$ cat src/rtl/i2c_tgt_pkg.sv
package i2c_tgt_pkg;

  typedef enum logic [2:0] {
    ST_IDLE,
    ST_ADDR,
    ST_AACK,
    ST_TX,
    ST_DACK,
    ST_HOLD,
    ST_PARK
  } tgt_state_e;

  localparam int unsigned DEF_ADDR_W = 7;
  localparam int unsigned DEF_DATA_W = 8;

endpackage

$ cat src/rtl/i2c_tgt_linemon.sv
module i2c_tgt_linemon #(
  parameter int STAGES = 2
) (
  input  logic clk,
  input  logic rst_n,
  input  logic scl_i,
  input  logic sda_i,
  output logic scl_lvl,
  output logic sda_lvl,
  output logic scl_rise,
  output logic scl_fall,
  output logic start_ev,
  output logic stop_ev
);

  logic [STAGES-1:0] scl_ff;
  logic [STAGES-1:0] sda_ff;
  logic              scl_d;
  logic              sda_d;

  always_ff @(posedge clk or negedge rst_n) begin
    if (!rst_n) begin
      scl_ff <= '1;
      sda_ff <= '1;
      scl_d  <= 1'b1;
      sda_d  <= 1'b1;
    end else begin
      scl_ff <= {scl_ff[STAGES-2:0], scl_i};
      sda_ff <= {sda_ff[STAGES-2:0], sda_i};
      scl_d  <= scl_ff[STAGES-1];
      sda_d  <= sda_ff[STAGES-1];
    end
  end

  assign scl_lvl  = scl_ff[STAGES-1];
  assign sda_lvl  = sda_ff[STAGES-1];
  assign scl_rise = scl_lvl & ~scl_d;
  assign scl_fall = ~scl_lvl & scl_d;
  // SDA edge counts only if SCL was high on both samples
  assign start_ev = scl_lvl & scl_d & sda_d & ~sda_lvl;
  assign stop_ev  = scl_lvl & scl_d & ~sda_d & sda_lvl;

endmodule

$ cat src/rtl/i2c_tgt_match.sv
module i2c_tgt_match #(
  parameter int                N_OWN     = 3,
  parameter int                ADDR_W    = 7,
  parameter logic [ADDR_W-1:0] HOST_ADDR = 7'h08
) (
  input  logic [ADDR_W-1:0]       addr,
  input  logic [N_OWN*ADDR_W-1:0] own_addr,
  input  logic [N_OWN-1:0]        own_en,
  input  logic                    gc_en,
  input  logic                    host_en,
  output logic [N_OWN+1:0]        hit
);

  for (genvar g = 0; g < N_OWN; g++) begin : g_slot
    assign hit[g] = own_en[g] && (addr == own_addr[g*ADDR_W +: ADDR_W]);
  end

  assign hit[N_OWN]   = gc_en && (addr == '0);
  assign hit[N_OWN+1] = host_en && (addr == HOST_ADDR);

endmodule

$ cat src/rtl/i2c_tgt_engine.sv
module i2c_tgt_engine
  import i2c_tgt_pkg::*;
#(
  parameter int N_OWN  = 3,
  parameter int ADDR_W = 7,
  parameter int DATA_W = 8
) (
  input  logic              clk,
  input  logic              rst_n,
  input  logic              scl_lvl,
  input  logic              sda_lvl,
  input  logic              scl_rise,
  input  logic              scl_fall,
  input  logic              start_ev,
  input  logic              stop_ev,
  input  logic [N_OWN+1:0]  hit_vec,
  output logic [ADDR_W-1:0] addr_rx,
  input  logic              nack_addr,
  input  logic              nack_det_en,
  input  logic              tx_wr,
  input  logic [DATA_W-1:0] tx_data,
  input  logic              rx_rd,
  input  logic              clr_nack,
  input  logic              clr_stop,
  output logic [DATA_W-1:0] rx_data,
  output logic [N_OWN+1:0]  hit_flags,
  output logic              tx_mode,
  output logic              tx_empty,
  output logic              tx_end,
  output logic              nack_flag,
  output logic              stop_flag,
  output logic              scl_hold,
  output logic              sda_drv
);

  localparam int          CNT_W    = $clog2(DATA_W + 1);
  localparam logic [CNT_W-1:0] CNT_FULL = CNT_W'(DATA_W);
  localparam logic [CNT_W-1:0] CNT_LAST = CNT_W'(DATA_W - 1);
  localparam int          MSB      = DATA_W - 1;

  tgt_state_e          state_q, state_n;
  logic [CNT_W-1:0]    cnt_q, cnt_n;
  logic [DATA_W-1:0]   rx_sh_q, rx_sh_n;
  logic [DATA_W-1:0]   tx_sh_q, tx_sh_n;
  logic [DATA_W-1:0]   tx_buf_q, tx_buf_n;
  logic [DATA_W-1:0]   rx_data_q, rx_data_n;
  logic [N_OWN+1:0]    hit_q, hit_n;
  logic tx_full_q, tx_full_n;
  logic tx_mode_q, tx_mode_n;
  logic tx_end_q, tx_end_n;
  logic nack_q, nack_n;
  logic stop_q, stop_n;
  logic got_nack_q, got_nack_n;
  logic sda_q, sda_n;
  logic scl_q, scl_n;
  logic do_load;
  logic wr_ok;

  assign addr_rx = rx_sh_q[DATA_W-1 -: ADDR_W];
  assign wr_ok   = tx_wr && tx_mode_q && !tx_full_q;

  // next-state logic
  always_comb begin
    state_n    = state_q;
    cnt_n      = cnt_q;
    rx_sh_n    = rx_sh_q;
    tx_sh_n    = tx_sh_q;
    tx_buf_n   = tx_buf_q;
    rx_data_n  = rx_data_q;
    hit_n      = hit_q;
    tx_full_n  = tx_full_q;
    tx_mode_n  = tx_mode_q;
    tx_end_n   = tx_end_q;
    nack_n     = nack_q;
    stop_n     = stop_q;
    got_nack_n = got_nack_q;
    sda_n      = sda_q;
    scl_n      = scl_q;
    do_load    = 1'b0;

    if (wr_ok) begin
      tx_buf_n  = tx_data;
      tx_full_n = 1'b1;
    end
    if (clr_nack) nack_n = 1'b0;
    if (clr_stop) stop_n = 1'b0;

    if (stop_ev) begin
      state_n   = ST_IDLE;
      hit_n     = '0;
      tx_mode_n = 1'b0;
      tx_end_n  = 1'b0;
      tx_full_n = 1'b0;
      stop_n    = 1'b1;
      sda_n     = 1'b0;
      scl_n     = 1'b0;
    end else if (start_ev) begin
      state_n = ST_ADDR;
      cnt_n   = '0;
      sda_n   = 1'b0;
      scl_n   = 1'b0;
    end else begin
      unique case (state_q)
        ST_ADDR: begin
          if (scl_rise) begin
            rx_sh_n = {rx_sh_q[DATA_W-2:0], sda_lvl};
            cnt_n   = cnt_q + CNT_W'(1);
          end else if (scl_fall && cnt_q == CNT_FULL) begin
            rx_data_n = rx_sh_q;
            if (|hit_vec) begin
              sda_n   = !nack_addr;
              state_n = ST_AACK;
            end else begin
              state_n = ST_PARK;
            end
          end
        end
        ST_AACK: begin
          if (scl_rise) begin
            hit_n = hit_vec;
            if (rx_sh_q[0] && !nack_addr) tx_mode_n = 1'b1;
          end else if (scl_fall) begin
            sda_n = 1'b0;
            if (!tx_mode_q) begin
              state_n = ST_PARK;
            end else if (tx_full_q) begin
              do_load = 1'b1;
            end else begin
              scl_n   = 1'b1;
              state_n = ST_HOLD;
            end
          end
        end
        ST_TX: begin
          if (scl_fall) begin
            if (cnt_q == CNT_LAST) begin
              sda_n   = 1'b0;
              cnt_n   = '0;
              state_n = ST_DACK;
            end else begin
              tx_sh_n = {tx_sh_q[DATA_W-2:0], 1'b0};
              sda_n   = !tx_sh_q[MSB-1];
              cnt_n   = cnt_q + CNT_W'(1);
            end
          end
        end
        ST_DACK: begin
          if (scl_rise) begin
            got_nack_n = sda_lvl;
          end else if (scl_fall) begin
            if (got_nack_q && nack_det_en) begin
              nack_n   = 1'b1;
              tx_end_n = !tx_full_q;
              scl_n    = 1'b1;
              state_n  = ST_HOLD;
            end else if (tx_full_q) begin
              do_load = 1'b1;
            end else begin
              tx_end_n = 1'b1;
              scl_n    = 1'b1;
              state_n  = ST_HOLD;
            end
          end
        end
        ST_HOLD: begin
          if (rx_rd) begin
            scl_n   = 1'b0;
            state_n = ST_PARK;
          end else if (tx_full_q && !nack_q) begin
            do_load = 1'b1;
            scl_n   = 1'b0;
          end
        end
        default: ;
      endcase
    end

    if (do_load) begin
      tx_sh_n   = tx_buf_q;
      tx_full_n = 1'b0;
      tx_end_n  = 1'b0;
      sda_n     = !tx_buf_q[MSB];
      cnt_n     = '0;
      state_n   = ST_TX;
    end
  end

  // state registers
  always_ff @(posedge clk or negedge rst_n) begin
    if (!rst_n) begin
      state_q    <= ST_IDLE;
      cnt_q      <= '0;
      rx_sh_q    <= '0;
      tx_sh_q    <= '0;
      tx_buf_q   <= '0;
      rx_data_q  <= '0;
      hit_q      <= '0;
      tx_full_q  <= 1'b0;
      tx_mode_q  <= 1'b0;
      tx_end_q   <= 1'b0;
      nack_q     <= 1'b0;
      stop_q     <= 1'b0;
      got_nack_q <= 1'b0;
      sda_q      <= 1'b0;
      scl_q      <= 1'b0;
    end else begin
      state_q    <= state_n;
      cnt_q      <= cnt_n;
      rx_sh_q    <= rx_sh_n;
      tx_sh_q    <= tx_sh_n;
      tx_buf_q   <= tx_buf_n;
      rx_data_q  <= rx_data_n;
      hit_q      <= hit_n;
      tx_full_q  <= tx_full_n;
      tx_mode_q  <= tx_mode_n;
      tx_end_q   <= tx_end_n;
      nack_q     <= nack_n;
      stop_q     <= stop_n;
      got_nack_q <= got_nack_n;
      sda_q      <= sda_n;
      scl_q      <= scl_n;
    end
  end

  assign rx_data   = rx_data_q;
  assign hit_flags = hit_q;
  assign tx_mode   = tx_mode_q;
  assign tx_empty  = tx_mode_q & ~tx_full_q;
  assign tx_end    = tx_end_q;
  assign nack_flag = nack_q;
  assign stop_flag = stop_q;
  assign scl_hold  = scl_q;
  assign sda_drv   = sda_q;

  // stop wipes the per-transfer state and raises the stop flag
  p_stop_clears_r11: assert property (@(posedge clk) disable iff (!rst_n)
    stop_ev |=> (hit_q == '0 && !tx_mode_q && !tx_end_q && stop_q));

  // SDA drive only moves while the synchronized SCL is low
  p_sda_low_phase_r6: assert property (@(posedge clk) disable iff (!rst_n)
    !$stable(sda_q) |-> (!$past(scl_lvl) || $past(start_ev) || $past(stop_ev)));

  // a stretch only begins on a falling SCL edge
  p_hold_at_fall_r7: assert property (@(posedge clk) disable iff (!rst_n)
    $rose(scl_q) |-> $past(scl_fall));

  // a stretch ends only on dummy read or on a waiting byte
  p_release_cause_r10: assert property (@(posedge clk) disable iff (!rst_n)
    $fell(scl_q) |-> $past(rx_rd || tx_full_q || start_ev || stop_ev));

  // a write outside the empty window leaves the buffer untouched
  p_wr_dropped_r5: assert property (@(posedge clk) disable iff (!rst_n)
    (tx_wr && !tx_empty) |=> $stable(tx_buf_q));

  // the NACK flag holds until cleared
  p_nack_sticky_r12: assert property (@(posedge clk) disable iff (!rst_n)
    (nack_q && !clr_nack) |=> nack_q);

  // transmit mode is entered on a rising SCL edge
  p_txmode_at_rise_r4: assert property (@(posedge clk) disable iff (!rst_n)
    $rose(tx_mode_q) |-> $past(scl_rise));

endmodule

$ cat src/rtl/i2c_tgt_tx.sv
module i2c_tgt_tx #(
  parameter int                N_OWN     = 3,
  parameter int                ADDR_W    = i2c_tgt_pkg::DEF_ADDR_W,
  parameter int                DATA_W    = i2c_tgt_pkg::DEF_DATA_W,
  parameter int                SYNC_STG  = 2,
  parameter logic [ADDR_W-1:0] HOST_ADDR = 7'h08
) (
  input  logic                    clk,
  input  logic                    rst_n,
  input  logic                    scl_i,
  input  logic                    sda_i,
  output logic                    scl_pull,
  output logic                    sda_pull,
  input  logic [N_OWN*ADDR_W-1:0] own_addr,
  input  logic [N_OWN-1:0]        own_en,
  input  logic                    gc_en,
  input  logic                    host_en,
  input  logic                    nack_addr,
  input  logic                    nack_det_en,
  input  logic                    tx_wr,
  input  logic [DATA_W-1:0]       tx_data,
  input  logic                    rx_rd,
  output logic [DATA_W-1:0]       rx_data,
  output logic [N_OWN+1:0]        hit_flags,
  output logic                    tx_mode,
  output logic                    tx_empty,
  output logic                    tx_end,
  output logic                    nack_flag,
  output logic                    stop_flag,
  input  logic                    clr_nack,
  input  logic                    clr_stop
);

  localparam int HIT_W = N_OWN + 2;

  logic [1:0]        rst_sync;
  logic              rst_n_i;
  logic              scl_lvl, sda_lvl, scl_rise, scl_fall, start_ev, stop_ev;
  logic [ADDR_W-1:0] addr_rx;
  logic [HIT_W-1:0]  hit_vec;

  // asynchronous assert, synchronous release
  always_ff @(posedge clk or negedge rst_n) begin
    if (!rst_n) rst_sync <= 2'b00;
    else        rst_sync <= {rst_sync[0], 1'b1};
  end
  assign rst_n_i = rst_sync[1];

  i2c_tgt_linemon #(.STAGES(SYNC_STG)) u_linemon (
    .clk      (clk),
    .rst_n    (rst_n_i),
    .scl_i    (scl_i),
    .sda_i    (sda_i),
    .scl_lvl  (scl_lvl),
    .sda_lvl  (sda_lvl),
    .scl_rise (scl_rise),
    .scl_fall (scl_fall),
    .start_ev (start_ev),
    .stop_ev  (stop_ev)
  );

  i2c_tgt_match #(
    .N_OWN     (N_OWN),
    .ADDR_W    (ADDR_W),
    .HOST_ADDR (HOST_ADDR)
  ) u_match (
    .addr     (addr_rx),
    .own_addr (own_addr),
    .own_en   (own_en),
    .gc_en    (gc_en),
    .host_en  (host_en),
    .hit      (hit_vec)
  );

  i2c_tgt_engine #(
    .N_OWN  (N_OWN),
    .ADDR_W (ADDR_W),
    .DATA_W (DATA_W)
  ) u_engine (
    .clk         (clk),
    .rst_n       (rst_n_i),
    .scl_lvl     (scl_lvl),
    .sda_lvl     (sda_lvl),
    .scl_rise    (scl_rise),
    .scl_fall    (scl_fall),
    .start_ev    (start_ev),
    .stop_ev     (stop_ev),
    .hit_vec     (hit_vec),
    .addr_rx     (addr_rx),
    .nack_addr   (nack_addr),
    .nack_det_en (nack_det_en),
    .tx_wr       (tx_wr),
    .tx_data     (tx_data),
    .rx_rd       (rx_rd),
    .clr_nack    (clr_nack),
    .clr_stop    (clr_stop),
    .rx_data     (rx_data),
    .hit_flags   (hit_flags),
    .tx_mode     (tx_mode),
    .tx_empty    (tx_empty),
    .tx_end      (tx_end),
    .nack_flag   (nack_flag),
    .stop_flag   (stop_flag),
    .scl_hold    (scl_pull),
    .sda_drv     (sda_pull)
  );

endmodule

$ cat config.mk
export PLATFORM = sky130hd
export DESIGN_NAME = i2c_tgt_tx
export DESIGN_NICKNAME = d
export VERILOG_FILES = /design/src/rtl/i2c_tgt_pkg.sv /design/src/rtl/i2c_tgt_linemon.sv /design/src/rtl/i2c_tgt_match.sv /design/src/rtl/i2c_tgt_engine.sv /design/src/rtl/i2c_tgt_tx.sv
export SDC_FILE = /design/constraint.sdc
export NUM_CORES = 1
export LEC_CHECK = 0
export ABC_CLOCK_PERIOD_IN_PS = 1860
export BUFFER_PORTS_ARGS = -buffer_cell sky130_fd_sc_hd__buf_2
export CAP_MARGIN = 20
export CELL_PAD_IN_SITES_DETAIL_PLACEMENT = 1
export CELL_PAD_IN_SITES_GLOBAL_PLACEMENT = 2
export CORE_MARGIN = 4
export CORE_UTILIZATION = 31
export DETAILED_ROUTE_END_ITERATION = 8
export PLACE_DENSITY_LB_ADDON = 0.1
export REMOVE_ABC_BUFFERS = 1
export SLEW_MARGIN = 10
export SYNTH_ARGS = -nofsm -noshare
export SYNTH_HDL_FRONTEND = slang
export SYNTH_SLANG_ARGS = --single-unit
$ cat constraint.sdc
create_clock -name clk -period 1.86 [get_ports clk]
set_input_delay 0.279 -clock clk [delete_from_list [all_inputs] [get_ports clk]]
set_output_delay 0.279 -clock clk [all_outputs]
set_load 0.01 [all_outputs]
; ---- Yosys cells after proc, flatten, opt, wreduce, memory -nomap -nowiden
; Index checks and enable logic that the tools add are counted.
[op_classes]
eq_ne = 36
n_bitwise = 16
reduce_logical = 42
n_addsub = 1
muxes = 94
[op_table]
columns = operator, count
row1 = 2-to-1 mux 1 bit, 57
row2 = 2-to-1 mux 3 bit, 16
row3 = 2-to-1 mux 7 bit, 6
row4 = "!= test 5 x 3 -> 1 bit, second input constant", 6
row5 = "!= test 5 x 4 -> 1 bit, second input constant", 5
row6 = 2-to-1 mux 4 bit, 6
row7 = == test 7 bit, 3
row8 = 2-to-1 mux 5 bit, 4
row9 = "!= test 4 x 3 -> 1 bit, second input constant", 4
row10 = AND reduction 4 bit, 4
row11 = case mux 3 bit (5 select lines), 1
row12 = AND reduction 5 bit, 3
row13 = AND reduction 7 bit, 2
row14 = "!= test 4 bit, second input constant", 3
row15 = nonzero test 2 bit, 6
row16 = logical AND 1 bit, 11
row17 = AND reduction 10 bit, 1
row18 = case mux 1 bit (3 select lines), 3
row19 = nonzero test 3 bit, 3
row20 = bitwise AND 1 bit, 8
row21 = "!= test 2 x 1 -> 1 bit, second input constant", 4
row22 = inverter 1 bit, 8
row23 = case mux 4 bit (2 select lines), 1
row24 = nonzero test 8 bit, 1
row25 = other kinds (16), 23
[word_totals]
out_inout_bits = 20
inputBits = 44
regBits = 59

; ---- Longest topological paths before layout
; Gate-level depths: netlist (run 1).
[logic_depth]
ltp_word = 10
mapped_depth = 8
depth_no_buf = 8

; ---- Hierarchy
; A second synthesis (run 1) with hierarchy kept.
[unflattened]
cells_unflattened = 291
area_unflattened_um2 = 3188.1
[by_module_without_submodules]
columns = module, instances, area_per_inst_um2, seq_area_each_um2, cells_each
row1 = i2c_tgt_engine, 1, 2672.6, 1276.2, 241
row2 = i2c_tgt_match, 1, 271.5, 0.0, 37
row3 = i2c_tgt_linemon, 1, 190.2, 157.7, 10
row4 = i2c_tgt_tx, 1, 53.8, 50.0, 3

; ---- Least setup slack after synthesis (run 1)
; OpenSTA, ideal clock, no wires.
[synth_timing]
path_type = reg2reg
startpoint = reg u_linemon.scl_d
endpoint = reg u_engine.tx_sh_q[6]
setup_ns = 0.128
n_path_buf = 1
t_required_ns = 1.732
setup_slack_ns = -0.349
synth_period_minus_slack_ns = 2.209
arrival_ns = 2.081
stages_incl_launch_ff = 7
cell_sequence = dfstp_2 nand2b_1 buf_2 o32a_4 nor3_4 mux2_1 mux2_1
[synth_between]
elab_chain_len = 8
word_cells_on_any_way = 22
cone_classes = eq/ne (3) / mux (8) / bitwise (8) / reduce/logical (3)
[synth_rtl]
columns = element, line
row1 = from (decl), i2c_tgt_linemon.sv:18  ; logic scl_d;
row2 = from (signal assigned), i2c_tgt_linemon.sv:30  ; scl_d <= scl_ff[STAGES-1];
row3 = bitwise AND 1 bit or inverter 1 bit (tied branches), "i2c_tgt_linemon.sv:38, i2c_tgt_linemon.sv:37"
row4 = "2-to-1 mux 1 bit, or another cell as far along", i2c_tgt_engine.sv:150  ; end else if (scl_fall) begin
row5 = 2-to-1 mux 1 bit (on tied branches), "i2c_tgt_engine.sv:148, i2c_tgt_engine.sv:119"
row6 = case mux 1 bit (3 select lines), i2c_tgt_engine.sv:103  ; unique case (state_q)
row7 = 2-to-1 mux 1 bit, i2c_tgt_engine.sv:97  ; end else if (start_ev) begin
row8 = 2-to-1 mux 1 bit, i2c_tgt_engine.sv:88  ; if (stop_ev) begin
row9 = != test 2 x 1 -> 1 bit (no line) or nonzero test 2 bit (tied branches), --
row10 = AND reduction 5 bit (no line), --
row11 = to (signal assigned), i2c_tgt_engine.sv:210  ; tx_sh_q <= tx_sh_n;
row12 = to (decl), i2c_tgt_engine.sv:44  ; logic [DATA_W-1:0] tx_sh_q, tx_sh_n;
; Parallel ways exist; a longest one is shown, timed or not.
; A chain may end at the register's enable or synchronous reset.

; ---- Final worst setup path (run 1)
[layout_timing]
startpoint = reg u_engine.state_q[1]
endpoint = reg u_engine.tx_sh_q[4]
[layout_between]
elab_chain_len = 6
word_cells_on_any_way = 14
cone_classes = eq/ne (7) / mux (4) / reduce/logical (3)
[layout_rtl]
columns = element, line
row1 = from (decl), i2c_tgt_engine.sv:41  ; tgt_state_e state_q, state_n;
row2 = from (signal assigned), i2c_tgt_engine.sv:207  ; state_q <= state_n;
row3 = == test 3 bit or == test 3 x 2 -> 1 bit (tied branches), i2c_tgt_engine.sv:103
row4 = case mux 1 bit (3 select lines), i2c_tgt_engine.sv:103
row5 = 2-to-1 mux 1 bit, i2c_tgt_engine.sv:97
row6 = 2-to-1 mux 1 bit, i2c_tgt_engine.sv:88
row7 = != test 2 x 1 -> 1 bit (no line) or nonzero test 2 bit (tied branches), --
row8 = AND reduction 5 bit (no line), --
; Parallel ways exist; a longest one is shown, timed or not.

==> results of run 1 <==
cell type report:
type | instances | area [µm²]
multi-input cells | 203 | 1650
clock inverters | 7 | 82.6
well taps | 133 | 166
fillers | 1140 | 5300
clock buffers | 9 | 124
inverters | 6 | 22.5
flip-flops and latches | 59 | 1490
repair buffers | 137 | 900
power breakdown:
group,switching [mW],leakage [nW],internal [mW]
combinational,1.01,1.29,1.12
sequential,0.220,0.758,1.57
clock,0.583,0.105,0.639
total,1.82,2.15,3.33
cell usage in the layout, fill, tap and decap left out, types with 3 or more instances in the layout:
| cell | n |
|---|---|
| sky130_fd_sc_hd__a21oi_1 | 7 |
| sky130_fd_sc_hd__a21oi_2 | 4 |
| sky130_fd_sc_hd__a31oi_1 | 4 |
| sky130_fd_sc_hd__buf_2 | 63 |
| sky130_fd_sc_hd__buf_4 | 66 |
| sky130_fd_sc_hd__buf_6 | 7 |
| sky130_fd_sc_hd__clkbuf_8 | 9 |
| sky130_fd_sc_hd__clkinv_4 | 3 |
| sky130_fd_sc_hd__dfrtp_1 | 52 |
| sky130_fd_sc_hd__dfstp_2 | 6 |
| sky130_fd_sc_hd__inv_1 | 5 |
| sky130_fd_sc_hd__inv_6 | 3 |
| sky130_fd_sc_hd__mux2_2 | 28 |
| sky130_fd_sc_hd__mux2_4 | 8 |
| sky130_fd_sc_hd__nand2_1 | 14 |
| sky130_fd_sc_hd__nand2b_1 | 9 |
| sky130_fd_sc_hd__nand3_1 | 11 |
| sky130_fd_sc_hd__nand4_1 | 4 |
| sky130_fd_sc_hd__nor2_1 | 11 |
| sky130_fd_sc_hd__nor2b_1 | 5 |
| sky130_fd_sc_hd__nor3_1 | 5 |
| sky130_fd_sc_hd__nor4_1 | 3 |
| sky130_fd_sc_hd__o211ai_1 | 3 |
| sky130_fd_sc_hd__o21ai_0 | 11 |
| sky130_fd_sc_hd__xnor2_1 | 5 |
| sky130_fd_sc_hd__xor2_1 | 16 |
synthesized netlist by cell type, drive strengths merged, types with 2 or more instances:
library cell / instances / area [µm²]
o21bai: 2 / 15.0
buf: 2 / 16.3
mux2i: 2 / 20.0
and2b: 2 / 16.3
or4: 2 / 15.0
clkbuf: 12 / 45.0
dfrtp: 53 / 1330
o21ai: 14 / 70.1
dfstp: 6 / 158
a22oi: 2 / 20.0
o22ai: 2 / 12.5
nor2: 13 / 48.8
nand3b: 2 / 15.0
nor4: 3 / 18.8
inv: 6 / 22.5
nor3b: 2 / 20.0
o211ai: 3 / 22.5
xor2: 16 / 140
a21oi: 11 / 55.1
ha: 2 / 25.0
nor2b: 6 / 37.5
nor3: 7 / 51.3
a22o: 2 / 17.5
o21a: 2 / 16.3
xnor2: 5 / 43.8
nand3: 12 / 60.1
nand2b: 9 / 56.3
a31oi: 5 / 31.3
nand4: 4 / 25.0
mux2: 38 / 428
nand2: 16 / 60.1
final timing paths:
check | start | end | slack (ns) | cells past startpoint
min reg2reg | rst_sync[1] | u_engine.tx_buf_q[5] | 0.26 | 1
min | sda_i | u_linemon.sda_ff[0] | 0.04 | 1
max | u_engine.state_q[1] | u_engine.tx_sh_q[4] | -0.28 | 7
max in group asynchronous | rst_sync[1] | u_linemon.sda_d | 1.22 | 1
min in group asynchronous | rst_n | rst_sync[0] | 0.24 | 2
max reg2reg | u_engine.state_q[1] | u_engine.tx_sh_q[4] | -0.28 | 7
state kept, by name, indices dropped and copies added, names as in the netlist:
name / cells
u_engine.stop_flag: 1
u_engine.tx_sh_q: 7
u_engine.rx_sh_q: 8
rst_sync: 2
u_engine.hit_flags: 5
u_engine.tx_end: 1
u_linemon.scl_d: 1
u_linemon.sda_d: 1
u_engine.got_nack_q: 1
u_engine.tx_mode: 1
u_engine.tx_full_q: 1
u_engine.sda_drv: 1
u_linemon.sda_ff: 2
u_linemon.scl_ff: 2
u_engine.state_q: 3
u_engine.tx_buf_q: 8
u_engine.cnt_q: 4
u_engine.nack_flag: 1
u_engine.rx_data: 8
u_engine.scl_hold: 1
stage by stage:
stage | setup TNS, ns | cell area [µm²] | worst slack, ns
after floorplan | -2.82 | 3020 | -0.434
after global placement | -2.67 | 4000 | -0.271
after detailed placement | -3.20 | 4000 | -0.328
after CTS | -1.79 | 4350 | -0.233
after global routing | -3.03 | 4430 | -0.337
final | -1.93 | 4430 | -0.279
routing by layer:
metal  global-route usage (%)  vias up  wire (µm)
li1                         -     1288          -
met4                     5.14        0         93
met1                     21.1     1328       4000
met5                        0        -          0
met3                     3.72        6        272
met2                     28.3       40       4830
kinds of logic after synthesis:
group           synth area share (%)
simple gates                    14.5
flops                           48.2
compound gates                  13.2
mux                             14.5
xor+xnor                        5.97
buf+inv                         2.72
fa+ha+maj                      0.812
other cells                    0.122
timing repair:
| item | 4_1_cts | 5_1_grt |
|---|---|---|
| pin swaps | 7 | 8 |
| hold buffers | 1 | 0 |
| setup endpoints to repair | 15 | 25 |
| endpoints found under the hold margin | 2 | 0 |
| resized for setup | 23 | 20 |
| buffers inserted | 8 | 3 |
==> results_dict.tcl, run 1 <==
set metrics [dict create \
    inserted_clock_buffers 9 \
    design.die.area_um2 11600 \
    grt_overflow 0 \
    finalWorstSetupSlack_ns -0.279 \
    yosys_register_bits 59 \
    tritoncts_clock_tree "built" \
    status "complete, but fails checks" \
    globalplace.congestion 0.805 \
    synth_sequential_area_ratio_pct 48.2 \
    net_count_of_the_finished_layout 462 \
    final.setup_skew_ns 0.0103 \
    power.density_nw_per_um2 1160 \
    syn_area_per_cell_um2 10.9 \
    finalPower_mw 5.15 \
    synth_ff_type "sky130_fd_sc_hd__dfrtp_1" \
    total_number_of_placement_rows 36 \
    cp_data_arrival_time_ns 2.36 \
    startpoint_type "flip-flop" \
    timing.critical_path.slowest_cell_delay_ns 0.40 \
    synth-edff-count 0 \
    number_of_global_route_vias_before_repair 2935 \
    utilization_pct 45.6 \
    crit_path_top_delay_cell "sky130_fd_sc_hd__dfrtp_1" \
    drcViolationCount 0 \
    post-route-period-util_pct 115 \
    drtPass1Iterations 4 \
    crit_fanout 6 \
    timing.critical_path.cells "and2b_2, a22oi_2, o32a_4, nor3_4, buf_6, mux2_1, mux2_2" \
    yosys.cell_types.count 60 \
    post-route-min-period_ns 2.14 \
    grt_first_pass_wirelength_um 14900 \
    fp.dieW_um 108 \
    clkSinkCount 59 \
    antenna_found_initial 0 \
    die_h_um 108 \
    static-leakage-power_nw 2.15 \
    fin_cells 554 \
    syn_inst 282 \
    drt_iter0_markers 55 \
    async_reset_ff_share_pct 100 \
    synth-warning-count 0 \
    fraction_of_layout_cells_with_a_size_suffix_above_1_pct 53.4 \
    violated_checks "setup timing" \
    ctsRootBufferMaster "sky130_fd_sc_hd__clkbuf_8" \
    clkSlewWorstSetupHoldPaths_ns 0.08 \
    number_of_placed_instances_with_taps_included 530 \
    design.portCount 64 \
    clock_path_buffers 2 \
    grt_max_degree 33 \
    worst_skew_pair.late_latency_ns 0.34 \
    grt_util_all_layers_pct 16.7 \
    drv_slew 0 \
    detail_route.vias_per_cell 4.81 \
    path_delay_family "multiplexers" \
    drt-total-wl_um 9200 \
    port_buffers 63 \
    areaGrowthSynthToFinish_pct 43.9 \
    syn-cell-area_um2 3080 \
    htree_levels 3 \
    end_kind "flip-flop" \
    antenna_violating_nets_post_route 0 \
    avgRoutedWirePerCell_um 16.6 \
    unrepaired_setup_endpoints_after_global_routing "true" \
    setup_viol 13 \
    max_freq_ghz 0.468 \
    floorplan.initialDensity_pct 31.7 \
    cap_violations 0 \
    core_area_um2 9730 \
    dp.final_hpwl_um 6940 \
    antenna_cells 0 \
    hold_violations 0 \
    crit_type "flip-flop to flip-flop" \
    worst-path-buf-inv 1 \
    fin_worst_hold_slack_ns 0.0357 \
    vdd.ir_drop.worst_mv 0.433 \
    min-delay-path-class "input port to flip-flop" \
    critical_path_data_required_time_ns 2.08 \
    route.vias.total 2662 \
]
(Power assumes the default switching activity.)
==> inputs of run 2 (changes only) <==
Settings changed: CORE_UTILIZATION 31 to 32, SYNTH_HIERARCHICAL set to 1.
==> results_dict.tcl, run 2 <==
set metrics [dict create \
    hold_violations 0 \
    drt_iter0_markers 40 \
    grt_overflow 0 \
    fraction_of_layout_cells_with_a_size_suffix_above_1_pct 56.2 \
    utilization_pct 48.3 \
    dp.final_hpwl_um 7360 \
    antenna_found_initial 0 \
    design.portCount 64 \
    power_report.internal_total_mw 3.61 \
    detail_route.vias_per_cell 4.76 \
    cap_violations 0 \
    post-route-min-period_ns 2.03 \
    finalWorstSetupSlack_ns -0.169 \
    cp_data_arrival_time_ns 2.26 \
    leading_cell_types_by_total_area_after_synthesis "sky130_fd_sc_hd__dfrtp_1 42%, sky130_fd_sc_hd__mux2_2 9.2%, sky130_fd_sc_hd__xnor2_1 5.8%" \
    syn_area_per_cell_um2 11.0 \
    r2r-start "u_linemon/sda_ff[1]" \
    grt_first_pass_wirelength_um 15600 \
    worst-r2r-setup-slack_ns -0.17 \
    drt-total-wl_um 9740 \
    worstSetupPathDepth 6 \
    synth.top_cells.by_count "53 x sky130_fd_sc_hd__dfrtp_1, 26 x sky130_fd_sc_hd__mux2_2, 26 x sky130_fd_sc_hd__nor2_1" \
    power.density_nw_per_um2 1200 \
    synth-warning-count 6 \
    grt_max_degree 23 \
    post-route-period-util_pct 109 \
    clkSlewWorstSetupHoldPaths_ns 0.08 \
    min-delay-path-class "input port to flip-flop" \
    final.setup_skew_ns 0.0120 \
    synthMostInstantiatedCell "sky130_fd_sc_hd__dfrtp_1" \
    worst-path-buf-inv 1 \
    htree_levels 3 \
    drcViolationCount 0 \
    inserted_clock_buffers 9 \
    end_kind "flip-flop" \
    synth_sequential_area_ratio_pct 46.5 \
    worst_skew_pair.late_latency_ns 0.35 \
    clock_path_buffers 2 \
    crit_type "flip-flop to flip-flop" \
    syn_inst 291 \
    antenna_violating_nets_post_route 0 \
    sw_frac_of_total_pct 36.0 \
    design.die.area_um2 11600 \
    mostFrequentLayoutCell "sky130_fd_sc_hd__buf_4" \
    violated_checks "setup timing" \
    yosys_register_bits 59 \
    reg2reg_to "u_engine/sda_drv" \
    path_delay_family "simple AND/OR/NAND/NOR gates" \
    ctsRootBufferMaster "sky130_fd_sc_hd__clkbuf_8" \
    yosysTopAreaCell "sky130_fd_sc_hd__dfrtp_1" \
    async_reset_ff_share_pct 100 \
    areaGrowthSynthToFinish_pct 47.4 \
    die_h_um 108 \
    worstSetupEndpoint "u_engine/sda_drv" \
    seqPwrFrac_pct 34.1 \
    startpoint_type "flip-flop" \
    fp.dieW_um 108 \
    drtPass1Iterations 4 \
    critical_path_data_required_time_ns 2.09 \
    number_of_global_route_vias_before_repair 2935 \
    timing.critical_path.slowest_cell_delay_ns 0.54 \
    port_buffers 63 \
    net_count_of_the_finished_layout 481 \
    unrepaired_setup_endpoints_after_global_routing "true" \
    timing.critical_path.cells "and4b_1, or2_1, nor4b_4, buf_4, nor2_1, a32o_1" \
    tns_ns -1.30 \
    final_cell_mix "64 x sky130_fd_sc_hd__buf_4, 63 x sky130_fd_sc_hd__buf_2, 46 x sky130_fd_sc_hd__dfrtp_1" \
    vdd.ir_drop.worst_mv 0.457 \
    setup_viol 17 \
    worst_setup_path_start "u_linemon/sda_ff[1]" \
    static-leakage-power_nw 2.25 \
    crit_path_top_delay_cell "sky130_fd_sc_hd__dfstp_2" \
    max_freq_ghz 0.493 \
    p_sw_mw 2.03 \
    floorplan.initialDensity_pct 32.8 \
    drv_slew 0 \
    synth_ff_type "sky130_fd_sc_hd__dfrtp_1" \
    globalplace.congestion 0.801 \
    combPwrFrac_pct 44.3 \
    avgRoutedWirePerCell_um 17.1 \
    total_number_of_placement_rows 36 \
    reg2reg_depth 6 \
    synth-edff-count 0 \
    synth_top_area_share_pct 41.6 \
    clkSinkCount 59 \
    tritoncts_clock_tree "built" \
    syn-cell-area_um2 3190 \
    share_clk_of_total_power_pct 21.6 \
    yosys.cell_types.count 54 \
    route.vias.total 2720 \
    status "complete, but fails checks" \
    grt_util_all_layers_pct 17.4 \
    crit_fanout 5 \
    n_fill_cell 1127 \
    core_area_um2 9730 \
    antenna_cells 0 \
]
run 2: cell count changes after synthesis, moves of 4 or more:
cell	previous run	this run
sky130_fd_sc_hd__xnor2_1	5	21
sky130_fd_sc_hd__nand4_1	4	8
sky130_fd_sc_hd__nand3_1	12	6
sky130_fd_sc_hd__buf_4	0	7
sky130_fd_sc_hd__clkbuf_1	12	4
sky130_fd_sc_hd__mux2i_1	2	10
sky130_fd_sc_hd__mux2_2	30	26
sky130_fd_sc_hd__xor2_1	16	0
sky130_fd_sc_hd__nand2b_1	9	2
sky130_fd_sc_hd__nor2_1	13	26
sky130_fd_sc_hd__mux2_1	8	0
run 2: what timing repair did:
item                                   in CTS  in global routing
buffers inserted                            8                  6
endpoints found under the hold margin       2                  0
resized for setup                          38                 38
setup endpoints to repair                  34                 40
hold buffers                                1                  0
pin swaps                                  10                  8
run 2: worst min-delay path by stage:
stage                      from                  end  slack [ns]  cells after the start
after global placement    rst_n          rst_sync[0]        0.06                      1
after detailed placement  rst_n          rst_sync[0]        0.07                      1
after CTS                 scl_i  u_linemon/scl_ff[0]        0.02                      1
after global routing      sda_i  u_linemon/sda_ff[0]       0.008                      1
final                     sda_i  u_linemon/sda_ff[0]        0.03                      1
after floorplan           rst_n          rst_sync[0]       -0.02                      0
run 2: metrics by stage:
stage	std cells	power (mW)	hold slack [ns]	instance area, µm²	worst slack (ns)
after floorplan	272	3.07	-0.0166	3070	-0.292
after global placement	543	4.17	0.0644	4150	-0.236
after detailed placement	543	4.19	0.0659	4150	-0.276
after CTS	567	5.60	0.0153	4540	-0.189
after global routing	571	6.02	0.00804	4700	-0.255
final	571	5.64	0.0308	4700	-0.169
run 2: routing by layer:
metal / routed length, µm / share of wire (%) / vias up / GRT usage, %
met1: 4410 / 45 / 1345 / 23.2
met5: 0 / 0 / - / 0
met3: 310 / 3.2 / 11 / 3.36
met2: 4930 / 51 / 51 / 29.3
li1: - / - / 1313 / -
met4: 83 / 0.85 / 0 / 4.06
run 2: layout make-up:
class                   instances  area [µm²]  area share (%)
repair buffers                150        1090            23.1
inverters                       7        30.0           0.639
flip-flops and latches         59        1490            31.8
well taps                     133         166            3.54
multi-input cells             206        1720            36.6
clock inverters                 7        77.6            1.65
clock buffers                   9         124            2.64
run 2: cells by family after synthesis:
group                    Yosys count  synth area share, %
flip-flops                        59                 46.5
AND/OR/NAND/NOR                   93                 17.2
XOR/XNOR                          21                 5.77
multiplexers                      38                 13.3
AO/OA/AOI/OAI                     49                 11.0
adder cells (fa/ha/maj)            4                 1.57
other                              1                0.118
buffers and inverters             26                 4.59
run 2: worst reg2reg max path, cell delays in order (launching register included):
cell and delay (ns):
sky130_fd_sc_hd__dfstp_2 0.54, sky130_fd_sc_hd__and4b_1 0.21, sky130_fd_sc_hd__or2_1 0.38, sky130_fd_sc_hd__nor4b_4 0.34, sky130_fd_sc_hd__buf_4 0.18, sky130_fd_sc_hd__nor2_1 0.04, sky130_fd_sc_hd__a32o_1 0.24
run 2: power groups by stage:
stage / clock, mW / sequential (mW) / combinational, mW
5_1_grt: 1.33 / 1.98 / 2.71
3_5_place_dp: 0 / 1.94 / 2.25
3_3_place_gp: 0 / 1.93 / 2.24
2_1_floorplan: 0 / 1.94 / 1.13
6_report: 1.22 / 1.92 / 2.50
4_1_cts: 1.26 / 1.92 / 2.43
